[src/rtl/cc_pkg.sv]
`timescale 1ns/1ps
package cc_pkg;
  // capture source choice, two bits per channel
  typedef enum logic [1:0] {
    SRC_OWN   = 2'b00,
    SRC_OTHER = 2'b01,
    SRC_TRIG  = 2'b10,
    SRC_NONE  = 2'b11
  } cap_src_e;

  // positions inside a channel's polarity field
  localparam int POL_FALL_BIT = 0;
  localparam int POL_BOTH_BIT = 1;
endpackage

[src/rtl/cc_sync.sv]
`timescale 1ns/1ps
module cc_sync #(
  parameter int STAGES = 2
) (
  input  logic clk_i,
  input  logic rst_ni,
  input  logic d_i,
  output logic q_o
);
  logic [STAGES-1:0] sh_q, sh_d;

  always_comb sh_d = {sh_q[STAGES-2:0], d_i};

  always_ff @(posedge clk_i or negedge rst_ni) begin
    if (!rst_ni) sh_q <= '0;
    else         sh_q <= sh_d;
  end

  assign q_o = sh_q[STAGES-1];
endmodule

[src/rtl/cc_filter.sv]
`timescale 1ns/1ps
module cc_filter #(
  parameter int LEN_W = 3,
  parameter int CNT_W = 3
) (
  input  logic             clk_i,
  input  logic             rst_ni,
  input  logic             samp_en_i,
  input  logic [LEN_W-1:0] len_i,
  input  logic             d_i,
  output logic             q_o
);
  localparam int MAX_CODE = 1 << (CNT_W - 1);

  logic [CNT_W-1:0] cnt_q, cnt_d, lim;
  logic             q_q, q_d;

  // lim = differing samples needed minus one
  always_comb begin
    if (len_i == '0)                  lim = '0;
    else if (int'(len_i) >= MAX_CODE) lim = CNT_W'(2 * MAX_CODE - 1);
    else                              lim = CNT_W'(2 * int'(len_i) - 1);
  end

  always_comb begin
    cnt_d = cnt_q;
    q_d   = q_q;
    if (samp_en_i) begin
      if (d_i == q_q) begin
        cnt_d = '0;
      end else if (cnt_q >= lim) begin
        q_d   = d_i;
        cnt_d = '0;
      end else begin
        cnt_d = cnt_q + CNT_W'(1);
      end
    end
  end

  always_ff @(posedge clk_i or negedge rst_ni) begin
    if (!rst_ni) begin
      cnt_q <= '0;
      q_q   <= 1'b0;
    end else begin
      cnt_q <= cnt_d;
      q_q   <= q_d;
    end
  end

  assign q_o = q_q;
endmodule

[src/rtl/cc_edge.sv]
`timescale 1ns/1ps
module cc_edge (
  input  logic       cur_i,
  input  logic       prv_i,
  input  logic [1:0] pol_i,
  output logic       ev_o
);
  logic rise, fall;

  always_comb begin
    rise = cur_i & ~prv_i;
    fall = ~cur_i & prv_i;
    if (pol_i[cc_pkg::POL_BOTH_BIT])      ev_o = rise | fall;
    else if (pol_i[cc_pkg::POL_FALL_BIT]) ev_o = fall;
    else                                  ev_o = rise;
  end
endmodule

[src/rtl/cc_prescale.sv]
`timescale 1ns/1ps
module cc_prescale #(
  parameter int DIV_W = 2
) (
  input  logic             clk_i,
  input  logic             rst_ni,
  input  logic             en_i,
  input  logic [DIV_W-1:0] div_i,
  input  logic             ev_i,
  output logic             pulse_o
);
  localparam int CW = (1 << DIV_W) - 1;

  logic [DIV_W-1:0] div_q;
  logic [CW-1:0]    cnt_q, cnt_d, lim;
  logic             pls_q, pls_d, chg;

  always_comb begin
    lim   = CW'((32'd1 << div_i) - 32'd1);
    chg   = (div_i != div_q);
    cnt_d = cnt_q;
    pls_d = 1'b0;
    if (!en_i || chg) begin
      cnt_d = '0;
    end else if (ev_i) begin
      if (cnt_q >= lim) begin
        cnt_d = '0;
        pls_d = 1'b1;
      end else begin
        cnt_d = cnt_q + CW'(1);
      end
    end
  end

  always_ff @(posedge clk_i or negedge rst_ni) begin
    if (!rst_ni) begin
      div_q <= '0;
      cnt_q <= '0;
      pls_q <= 1'b0;
    end else begin
      div_q <= div_i;
      cnt_q <= cnt_d;
      pls_q <= pls_d;
    end
  end

  assign pulse_o = pls_q;
endmodule

[src/rtl/cap_cond_chain.sv]
`timescale 1ns/1ps
module cap_cond_chain #(
  parameter int SYNC_STAGES = 2,
  parameter int FLEN_W      = 3,
  parameter int FCNT_W      = 3,
  parameter int RATE_W      = 2,
  parameter int DIV_W       = 2
) (
  input  logic                clk_i,
  input  logic                rst_ni,
  input  logic [1:0]          pin_i,
  input  logic                alt_i,
  input  logic                alt_sel_i,
  input  logic                trig_i,
  input  logic [1:0]          en_i,
  input  logic [2*RATE_W-1:0] frate_i,
  input  logic [2*FLEN_W-1:0] flen_i,
  input  logic [3:0]          pol_i,
  input  logic [3:0]          src_i,
  input  logic [2*DIV_W-1:0]  div_i,
  output logic [1:0]          cap_o
);
  import cc_pkg::*;

  localparam int NCH  = 2;
  localparam int RC_W = (1 << RATE_W) - 1;

  logic [RC_W-1:0] rc_q, rc_d;
  logic [NCH-1:0]  raw, syn, flt, prv_q, prv_d, samp_en, ev_own, ev_oth;

  // free-running sample-rate counter shared by both filters
  always_comb begin
    rc_d  = rc_q + RC_W'(1);
    prv_d = flt;
  end

  always_ff @(posedge clk_i or negedge rst_ni) begin
    if (!rst_ni) begin
      rc_q  <= '0;
      prv_q <= '0;
    end else begin
      rc_q  <= rc_d;
      prv_q <= prv_d;
    end
  end

  for (genvar i = 0; i < NCH; i++) begin : g_ch
    localparam int OTH = NCH - 1 - i;
    logic ev_sel;

    if (i == 1) begin : g_alt
      assign raw[i] = alt_sel_i ? alt_i : pin_i[i];
    end else begin : g_pin
      assign raw[i] = pin_i[i];
    end

    assign samp_en[i] =
      ((rc_q & RC_W'((32'd1 << frate_i[i*RATE_W +: RATE_W]) - 32'd1)) == '0);

    cc_sync #(.STAGES(SYNC_STAGES)) u_sync (
      .clk_i(clk_i), .rst_ni(rst_ni), .d_i(raw[i]), .q_o(syn[i])
    );

    cc_filter #(.LEN_W(FLEN_W), .CNT_W(FCNT_W)) u_flt (
      .clk_i(clk_i), .rst_ni(rst_ni), .samp_en_i(samp_en[i]),
      .len_i(flen_i[i*FLEN_W +: FLEN_W]), .d_i(syn[i]), .q_o(flt[i])
    );

    cc_edge u_e_own (
      .cur_i(flt[i]), .prv_i(prv_q[i]), .pol_i(pol_i[2*i +: 2]), .ev_o(ev_own[i])
    );

    cc_edge u_e_oth (
      .cur_i(flt[OTH]), .prv_i(prv_q[OTH]), .pol_i(pol_i[2*i +: 2]), .ev_o(ev_oth[i])
    );

    always_comb begin
      unique case (cap_src_e'(src_i[2*i +: 2]))
        SRC_OWN:   ev_sel = ev_own[i];
        SRC_OTHER: ev_sel = ev_oth[i];
        SRC_TRIG:  ev_sel = trig_i;
        default:   ev_sel = 1'b0;
      endcase
    end

    cc_prescale #(.DIV_W(DIV_W)) u_div (
      .clk_i(clk_i), .rst_ni(rst_ni), .en_i(en_i[i]),
      .div_i(div_i[i*DIV_W +: DIV_W]), .ev_i(ev_sel), .pulse_o(cap_o[i])
    );
  end
endmodule

[config.mk]
export PLATFORM = sky130hd
export DESIGN_NAME = cap_cond_chain
export DESIGN_NICKNAME = d
export VERILOG_FILES = /design/src/rtl/cc_pkg.sv /design/src/rtl/cc_sync.sv /design/src/rtl/cc_filter.sv /design/src/rtl/cc_edge.sv /design/src/rtl/cc_prescale.sv /design/src/rtl/cap_cond_chain.sv
export SDC_FILE = /design/constraint.sdc
export NUM_CORES = 1
export LEC_CHECK = 0
export ABC_AREA = 1
export BUFFER_PORTS_ARGS = -buffer_cell sky130_fd_sc_hd__clkbuf_2
export CORE_UTILIZATION = 55
export CTS_CLUSTER_SIZE = 12
export DETAILED_ROUTE_END_ITERATION = 12
export PLACE_DENSITY = 0.89
export SLEW_MARGIN = 15
export SYNTH_ARGS = -nofsm -noshare
export SYNTH_HDL_FRONTEND = slang
export SYNTH_HIERARCHICAL = 1
export SYNTH_SLANG_ARGS = --single-unit
[constraint.sdc]
create_clock -name clk_i -period 2 [get_ports clk_i]
set_input_delay 0 -clock clk_i [delete_from_list [all_inputs] [get_ports clk_i]]
set_output_delay 0 -clock clk_i [all_outputs]
set_load 0.05 [all_outputs]
==> metrics.md, run 1 <==
| Metric | Value |
|---|---|
| Post-route DRC | 0 |
| Final worst path period share | about 88% |
| Setup Buffers After CTS | 0 |
| Gr usage total | between 20 and 25% |
| Final WS setup | 0.246 ns |
| Reg power frac | between 40% and 50% |
| Register area share after synthesis | about a third |
| Switch Pwr | slightly above 0.7 mW |
| Worst-Skew Late Latency | between 0.2 and 0.3 ns |
| Post-Synthesis Cell Area | about 2100 µm² |
| Clock network fraction of design power | between 20% and 30% |
| Die height | 63.4 µm |
| Worst path bufs/invs | 2 |
| XOR/XNOR Fraction of Synth Area | approximately 2.1% |
| Startpoint class of the critical path | register |
| Routed via count | 1,836 |
| # diodes | 0 |
| Most used cell, CP | nand3_1 |
| RSZ-0062 raised after global routing | no |
| Vias in the first global route | 1,864 |
| Slowest-stage cell, CP | dfrtp_1 |
| Post-route ant nets | 0 |
| Nets@finish | 385 |
| Simple-gate area share of the yosys netlist | 31.3% |
| Sink Count | 29 |
| Die Wd | roughly 63 µm |
| Peak VDD IR | 0.383 mV |
| Slowest stage delay, CP | ~0.49 ns |
| Max cap viols | 0 |
| Detailed Routing Iterations Pass 1 | 4 |
| CTS max path bufs | 2 |
| Drt total wl | around 4.0 mm |
| Flops & latches, synth | 29 |
| PortBufs | 32 |
| Worst-margin pin slew | 0.725 ns |
| Arrival @ worst endpoint | between 1.5 and 2 ns |
| Synth top area share | a little over a third |
| Cell variety after synth | 21 |
| Fin. max-slew vios | 0 |
| Post-cts resize count | 0 |
| Crit Path Max Fanout | 9 |
| CTS tree | built |
| Num rows | 21 |
| Rel. slew slack | around half |
| Dominant cell type by area after synthesis | dfrtp_1 |
| Total CTS buffers | 5 |
| Grt ovf | 0 |
| 1st-iter DRT viols | around 140 |
| Grt met1 use | between 20 and 30% |
| Syn avg cell area | about 7.4 µm² |
| Post-synthesis compound-gate area fraction | under 10% |
| Switching Share | between 30% and 40% |
| Grt peak-use layer | met2 |
| Layout cells sized above 1 | a little under a fifth |
| IO Count | 33 |
| Htree depth | 2 |
| Post-DR vias/cell | about 4.9 |
| Setup violators final | 0 |
| Syn-to-layout area delta | 17.9% |
| CP Class | reg2reg |
| Crit path time final | approximately 1.8 ns |
| Setup WS pre-CTS | 0.274 ns |
| Worst reg-to-reg setup slack | between 0.2 and 0.25 ns |
| Worst Setup End Kind | register |
| Core box area | about 3500 µm² |
| Largest cells by area after synthesis | dfrtp_1, ha_1, nand2_1, inv_1, nand3_1 |
| Ys Warns | 6 |
| Setup TNS | 0 ns |
| R2R cell count | 9 |
| Critical-path cell list | inv_1 -> ha_1 -> or2_0 -> nand2_1 -> nand3_1 -> nand3_1 -> inv_1 -> nand3_1 -> nand2_1 |
| CP top delay family | simple AND/OR/NAND/NOR gates |
| Crit. path cell count | 9 |
| Worst-path clk slew | approximately 0.060 ns |
| Worst hold path stage count | 5 |
| Initial Util | between 50% and 60% |
| First-pass GRT wire length | a little over 7 mm |
| Critical Path RT | 2.17 ns |
| WHS | roughly 0.076 ns |
| WL/cell | around 11 µm |
| Final-report hold violation count | 0 |
| Met2 Use GR | between 40% and 50% |
| Skew final | ~0.0069 ns |
| Post-synthesis cell count | 280 |
| Fmax | 570 MHz |
| Post-synthesis adder-cell area fraction | between 10% and 20% |
| Largest family of logic cells by synthesized area | simple AND/OR/NAND/NOR gates |
| Post-DP HPWL | ~3.0 mm |
| Root Buffer | clkbuf_8 |
| Status | finished clean |
| Pwr Density | 778 nW/µm² |
| Mux contribution to synthesized area | 0% |
| Die area | between 4000 and 5000 µm² |
| Largest net degree at the start of global routing | 30 |
| Met3 usage | about 4.9% |
| Filler cell count | around 270 |
| Worst hold path type | in2reg |
| Internal power | around 1.2 mW |
| Initial antenna violation count | 0 |
| Final GP Congestion | between 0.7 and 0.8 |
| Pleak | ~1.5 nW |
| Power share of the combinational group | ~36% |
| Syn Nets | 338 |
cells in the mapped netlist:
cell / number
a21o_1: 2
a21oi_1: 4
a21oi_2: 2
and3_1: 2
dfrtp_1: 29
ha_1: 27
inv_1: 66
inv_2: 3
nand2_1: 71
nand2_2: 8
nand3_1: 30
nand3_2: 2
nand4_1: 4
nor2_1: 14
nor2_2: 2
nor2_4: 2
o21ai_0: 1
or2_0: 4
or2_2: 2
xnor2_1: 4
xor2_1: 1
placed cells by master (no fill, tap or decap), types with 2 or more instances in the layout:
| cell | instances |
|---|---|
| nand2_1 | 71 |
| inv_1 | 66 |
| clkbuf_2 | 32 |
| nand3_1 | 30 |
| dfrtp_1 | 29 |
| ha_1 | 27 |
| nor2_1 | 14 |
| nand2_2 | 8 |
| dlygate4sd3_1 | 8 |
| clkbuf_8 | 5 |
| a21oi_1 | 4 |
| xnor2_1 | 4 |
| or2_0 | 4 |
| nand4_1 | 4 |
| inv_2 | 3 |
| a21o_1 | 2 |
| nand3_2 | 2 |
| nor2_4 | 2 |
| and3_1 | 2 |
| or2_2 | 2 |
| a21oi_2 | 2 |
| nor2_2 | 2 |
worst register-to-register path: cells and delay by family (launching register included):
family / cells / cell delay (ns)
buffers and inverters: 2 / 0.18
adder cells (fa/ha/maj): 1 / 0.29
flip-flops: 1 / 0.49
AND/OR/NAND/NOR: 6 / 0.69
area by class of cell:
type | instances | area [µm²] | area share [%]
Inverter | 69 | 259 | 10.6
Tap cell | 46 | 57.6 | 2.35
Sequential cell | 29 | 726 | 29.7
Clock buffer | 5 | 68.8 | 2.81
Timing Repair Buffer | 40 | 240 | 9.83
Clock inverter | 1 | 5.00 | 0.205
Multi-Input combinational cell | 182 | 1090 | 44.5
kinds of logic after synthesis:
group / after synthesis
AND/OR/NAND/NOR: 141
buffers and inverters: 69
AO/OA/AOI/OAI: 9
adder cells (fa/ha/maj): 27
XOR/XNOR: 5
flip-flops: 29
path summary, 6_finish.rpt:
kind                                                   from                                  to
setup / recovery              g_ch[1].u_flt/q_o$_DFFE_PN0P_  g_ch[0].u_div/cnt_q[2]$_DFFE_PN0P_
hold / removal                                      en_i[1]  g_ch[1].u_div/cnt_q[2]$_DFFE_PN0P_
setup reg to reg              g_ch[1].u_flt/q_o$_DFFE_PN0P_  g_ch[0].u_div/cnt_q[2]$_DFFE_PN0P_
hold reg to reg            g_ch[1].u_sync/sh_q[0]$_DFF_PN0_    g_ch[1].u_sync/sh_q[1]$_DFF_PN0_
max in group asynchronous                            rst_ni                  prv_q[1]$_DFF_PN0_
min in group asynchronous                            rst_ni  g_ch[0].u_div/cnt_q[1]$_DFFE_PN0P_
per-stage QoR:
stage / instances / utilization, % / power, mW / instance area, µm²
CTS: 372 / 70.5 / 1.91 / 2440
floorplan: 280 / - / 1.27 / 2070
finish: 372 / 70.5 / 1.90 / 2440
global route: 372 / 70.5 / 2.08 / 2440
detailed placement: 358 / 66.1 / 1.46 / 2290
global placement: 358 / 66.1 / 1.40 / 2290
flip-flops by register name, indices dropped and copies added (netlist names):
register	cells
g_ch.u_div/cnt_q	6
g_ch.u_div/div_q	4
g_ch.u_div/pulse_o	2
g_ch.u_flt/cnt_q	6
g_ch.u_flt/q_o	2
g_ch.u_sync/sh_q	4
prv_q	2
rc_q	3
power groups by stage:
stage	registers [mW]	logic [mW]	clock network, mW
CTS	0.793	0.678	0.437
global route	0.810	0.799	0.470
floorplan	0.775	0.497	0
detailed placement	0.802	0.657	0
global placement	0.796	0.602	0
finish	0.793	0.675	0.435
routing by layer:
metal  share of wire [%]  up-vias
met4                 2.7        0
met5                   0        -
li1                    -      947
met3                 3.3       12
met1                  43      837
met2                  51       40
timing repair:
item	4_1_cts	5_1_grt
hold endpoints to repair	35	0
setup endpoints to repair	0	0
hold buffers	8	0
Power figures use the tool's default switching activity.
==> run 2, diff against run 1 <==
--- a/config.mk
+++ b/config.mk
@@ -5,12 +5,13 @@
 export SDC_FILE = /design/constraint.sdc
 export NUM_CORES = 1
 export LEC_CHECK = 0
-export ABC_AREA = 1
 export BUFFER_PORTS_ARGS = -buffer_cell sky130_fd_sc_hd__clkbuf_2
+export CAP_MARGIN = 25
 export CORE_UTILIZATION = 55
 export CTS_CLUSTER_SIZE = 12
 export DETAILED_ROUTE_END_ITERATION = 12
 export PLACE_DENSITY = 0.89
+export SKIP_LAST_GASP = 1
 export SLEW_MARGIN = 15
 export SYNTH_ARGS = -nofsm -noshare
 export SYNTH_HDL_FRONTEND = slang
==> run 2 against run 1 <==
Compared with the run above: sequential share of layout area rose by 0.28 points; critical path depth decreased by 1; synthesized cell count decreased by 30%; cell count decreased by 22%; total power grew 6.2%; largest cell class unchanged; highest routed layer unchanged.
==> metrics.md, run 2 <==
| Metric | Value |
|---|---|
| Worst-Skew Late Latency | 0.29 ns (about the same) |
| Syn-to-layout area delta | 19.7% |
| Arrival @ worst endpoint | 2.01 ns (+0.08 ns) |
| Crit path time final | 1.81 ns (+0.0550 ns) |
| Post-synthesis cell count | 195 (-30%) |
| CTS Hold Bufs | 8 (unchanged) |
| Cell variety after synth | 36 (+71%) |
| Initial antenna violation count | 0 (unchanged) |
| Grt ovf | 0 (unchanged) |
| Post-route DRC | 0 (unchanged) |
| Fmax | 553 MHz (-3.0%) |
| Share of synthesized registers carrying an async set or reset | 100% (unchanged) |
| Layout cells sized above 1 | 27.0% (+9.0 points) |
| Register area | 726 µm² (unchanged) |
| # diodes | 0 (unchanged) |
| Gr usage total | 20.4% (-2.6 points) |
| RSZ-0062 raised after global routing | no |
| Predominant post-synthesis flop cell | dfrtp_1 |
| CP Class | reg2reg |
| Worst-margin pin slew | 0.716 ns (-0.00912 ns) |
| R2R cell count | 8 (-1) |
| Rel. slew slack | 52.3% (+0.61 points) |
| Dominant cell type by area after synthesis | dfrtp_1 |
| CTS max path bufs | 2 (unchanged) |
| WL/cell | 11.9 µm (+11%) |
| Syn avg cell area | 10.4 µm² (+40%) |
| Post-DR vias/cell | 5.22 (+5.8%) |
| Vias in the first global route | 1,518 (-19%) |
| Die Wd | 62.7 µm (-1.2%) |
| Max cap viols | 0 (unchanged) |
| Routed wire length on met3 | 110 µm (-17%) |
| Crit Path Max Fanout | 8 (-1) |
| Pleak | 1.26 nW (-15%) |
| Num rows | 21 (unchanged) |
| Peak VDD IR | 0.430 mV (+12%) |
| Final-report hold violation count | 0 (unchanged) |
| Register area share after synthesis | 35.9% (+0.87 points) |
| 1st-iter DRT viols | 82 (-43%) |
| Status | finished clean |
| Worst reg-to-reg setup slack | 0.19 ns (-0.05 ns) |
| Startpoint class of the critical path | register |
| Setup violators final | 0 (unchanged) |
| Post-DP HPWL | 2.64 mm (-13%) |
| Flops & latches, synth | 29 (unchanged) |
| Routed via count | 1,514 (-18%) |
| First-pass GRT wire length | 6.19 mm (-15%) |
| Root Buffer | clkbuf_8 |
| Max layer used | met4 |
| Syn Nets | 253 (-25%) |
| Htree depth | 2 (unchanged) |
| Setup TNS | 0 ns (unchanged) |
| Largest net degree at the start of global routing | 30 (unchanged) |
| Fin. max-slew vios | 0 (unchanged) |
| M1 wire length | 1.59 mm (-7.6%) |
| Ys Warns | 6 (unchanged) |
| Filler cell count | 272 (-0.73%) |
| Worst Setup End Kind | register |
| Post-Synthesis Cell Area | 2020 µm² (-2.4%) |
| Final worst path period share | 90.4% (+2.7 points) |
| Post-cts resize count | 0 (unchanged) |
| Die height | 62.7 µm (-1.2%) |
| Largest cells by area after synthesis | dfrtp_1, ha_1, inv_1, mux2i_1, o2111ai_1 |
| Post-route ant nets | 0 (unchanged) |
| Most frequent cells in the layout | clkbuf_2, inv_1, dfrtp_1 |
| Pwr Density | 834 nW/µm² (+7.1%) |
| Die area | 3930 µm² (-2.3%) |
| Worst-path clk slew | 0.06 ns (about the same) |
| Most common cell after layout, fill and taps aside | clkbuf_2 |
| Core box area | 3440 µm² (-0.76%) |
| Final GP Congestion | 0.765 (-2.0%) |
| WHS | 0.0366 ns (-0.0391 ns) |
| Worst hold path stage count | 3 (-2) |
| Worst hold path type | in2reg |
| Nets@finish | 301 (-22%) |
| Synth cell count leaders | dfrtp_1, inv_1, ha_1, mux2i_1, nor2_1 |
| Setup Buffers After CTS | 0 (unchanged) |
| DR WL met2 | 1.66 mm (-17%) |
| Skew final | 0.00588 ns (-0.000979 ns) |
| Critical Path RT | 2.20 ns (+0.03 ns) |
| IO Count | 33 (unchanged) |
| Initial Util | 58.8% (-1.0 points) |
| PortBufs | 32 (unchanged) |
| Synth top area share | 35.9% (+0.87 points) |
| Post-synth EDFFs | 0 (unchanged) |
| Detailed Routing Iterations Pass 1 | 4 (unchanged) |
| Area of the multi-input gates | 1170 µm² (+7.1%) |
| Sink Count | 29 (unchanged) |
| CTS tree | built |
| Drt total wl | 3.44 mm (-13%) |
| Total CTS buffers | 5 (unchanged) |
| Top Registers | g_ch.u_div/cnt_q (6), g_ch.u_flt/cnt_q (6) |
run 2: cell count changes in the layout (fill, tap and decap cells not counted), moves of 4 or more:
cell and delta:
inv_1 -37, mux2i_1 +10, nand2_1 -67, nand2_2 -4
nand2b_1 +8, nand3_1 -24, nand4_1 -4, nor2_1 -4
o2111ai_1 +6, o21a_1 +4, o22ai_1 +4, or2_0 -4
run 2: logic make-up (layout without fill, tap and decap cells):
group                    after synthesis  count (layout)  synth area share (%)
AND/OR/NAND/NOR                       46              46                  14.1
AO/OA/AOI/OAI                         42              42                  16.8
buffers and inverters                 31              80                  6.49
flip-flops                            29              29                  35.9
adder cells (fa/ha/maj)               27              27                  16.7
multiplexers                          13              13                  6.99
XOR/XNOR                               7               7                  3.03
run 2: metrics by stage:
stage	instances	worst slack, ns	instance area (µm²)	util (%)	total power, mW
3_3_place_gp	274	0.279	2240	65.1	1.45
5_1_grt	290	0.0362	2420	70.4	2.19
4_1_cts	290	0.193	2420	70.4	2.05
2_1_floorplan	195	0.312	2020	-	1.30
3_5_place_dp	274	0.216	2240	65.1	1.49
6_report	290	0.191	2420	70.4	2.02
run 2: area by class of cell:
| type | count | area share [%] |
|---|---|---|
| multi-input cells | 135 | 48.1 |
| flip-flops and latches | 29 | 30.0 |
| repair buffers | 43 | 10.8 |
| inverters | 29 | 4.49 |
| clock buffers | 7 | 3.98 |
| well taps | 46 | 2.38 |
| clock inverters | 1 | 0.207 |
run 2: final timing paths:
| path | start | end |
|---|---|---|
| setup / recovery | g_ch[0].u_flt/q_o$_DFFE_PN0P_ | g_ch[0].u_div/cnt_q[1]$_DFFE_PN0P_ |
| hold / removal | en_i[1] | g_ch[1].u_div/cnt_q[2]$_DFFE_PN0P_ |
| setup reg to reg | g_ch[0].u_flt/q_o$_DFFE_PN0P_ | g_ch[0].u_div/cnt_q[1]$_DFFE_PN0P_ |
| hold reg to reg | g_ch[1].u_sync/sh_q[0]$_DFF_PN0_ | g_ch[1].u_sync/sh_q[1]$_DFF_PN0_ |
| max in group asynchronous | rst_ni | g_ch[1].u_sync/sh_q[0]$_DFF_PN0_ |
| min in group asynchronous | rst_ni | g_ch[1].u_div/div_q[1]$_DFF_PN0_ |
run 2: worst max-delay path, stage by stage, from the launching register on:
cell and delay [ns]:
dfrtp_1 0.47, inv_1 0.07, ha_1 0.29, mux2i_1 0.13, mux2i_1 0.08, o21ai_1 0.23, buf_4 0.18, o2111ai_1 0.10
a21oi_1 0.18
run 2: power by group:
group	leakage, nW	internal, mW	switching [mW]
registers	0.359	0.667	0.0824
clock network	0.0542	0.310	0.225
logic	0.842	0.370	0.365
run 2: layer usage:
metal	vias to the layer above	global-route usage [%]
met3	7	5.66
li1	780	-
met1	703	24.3
met4	0	10.2
met5	-	0
met2	24	33.7
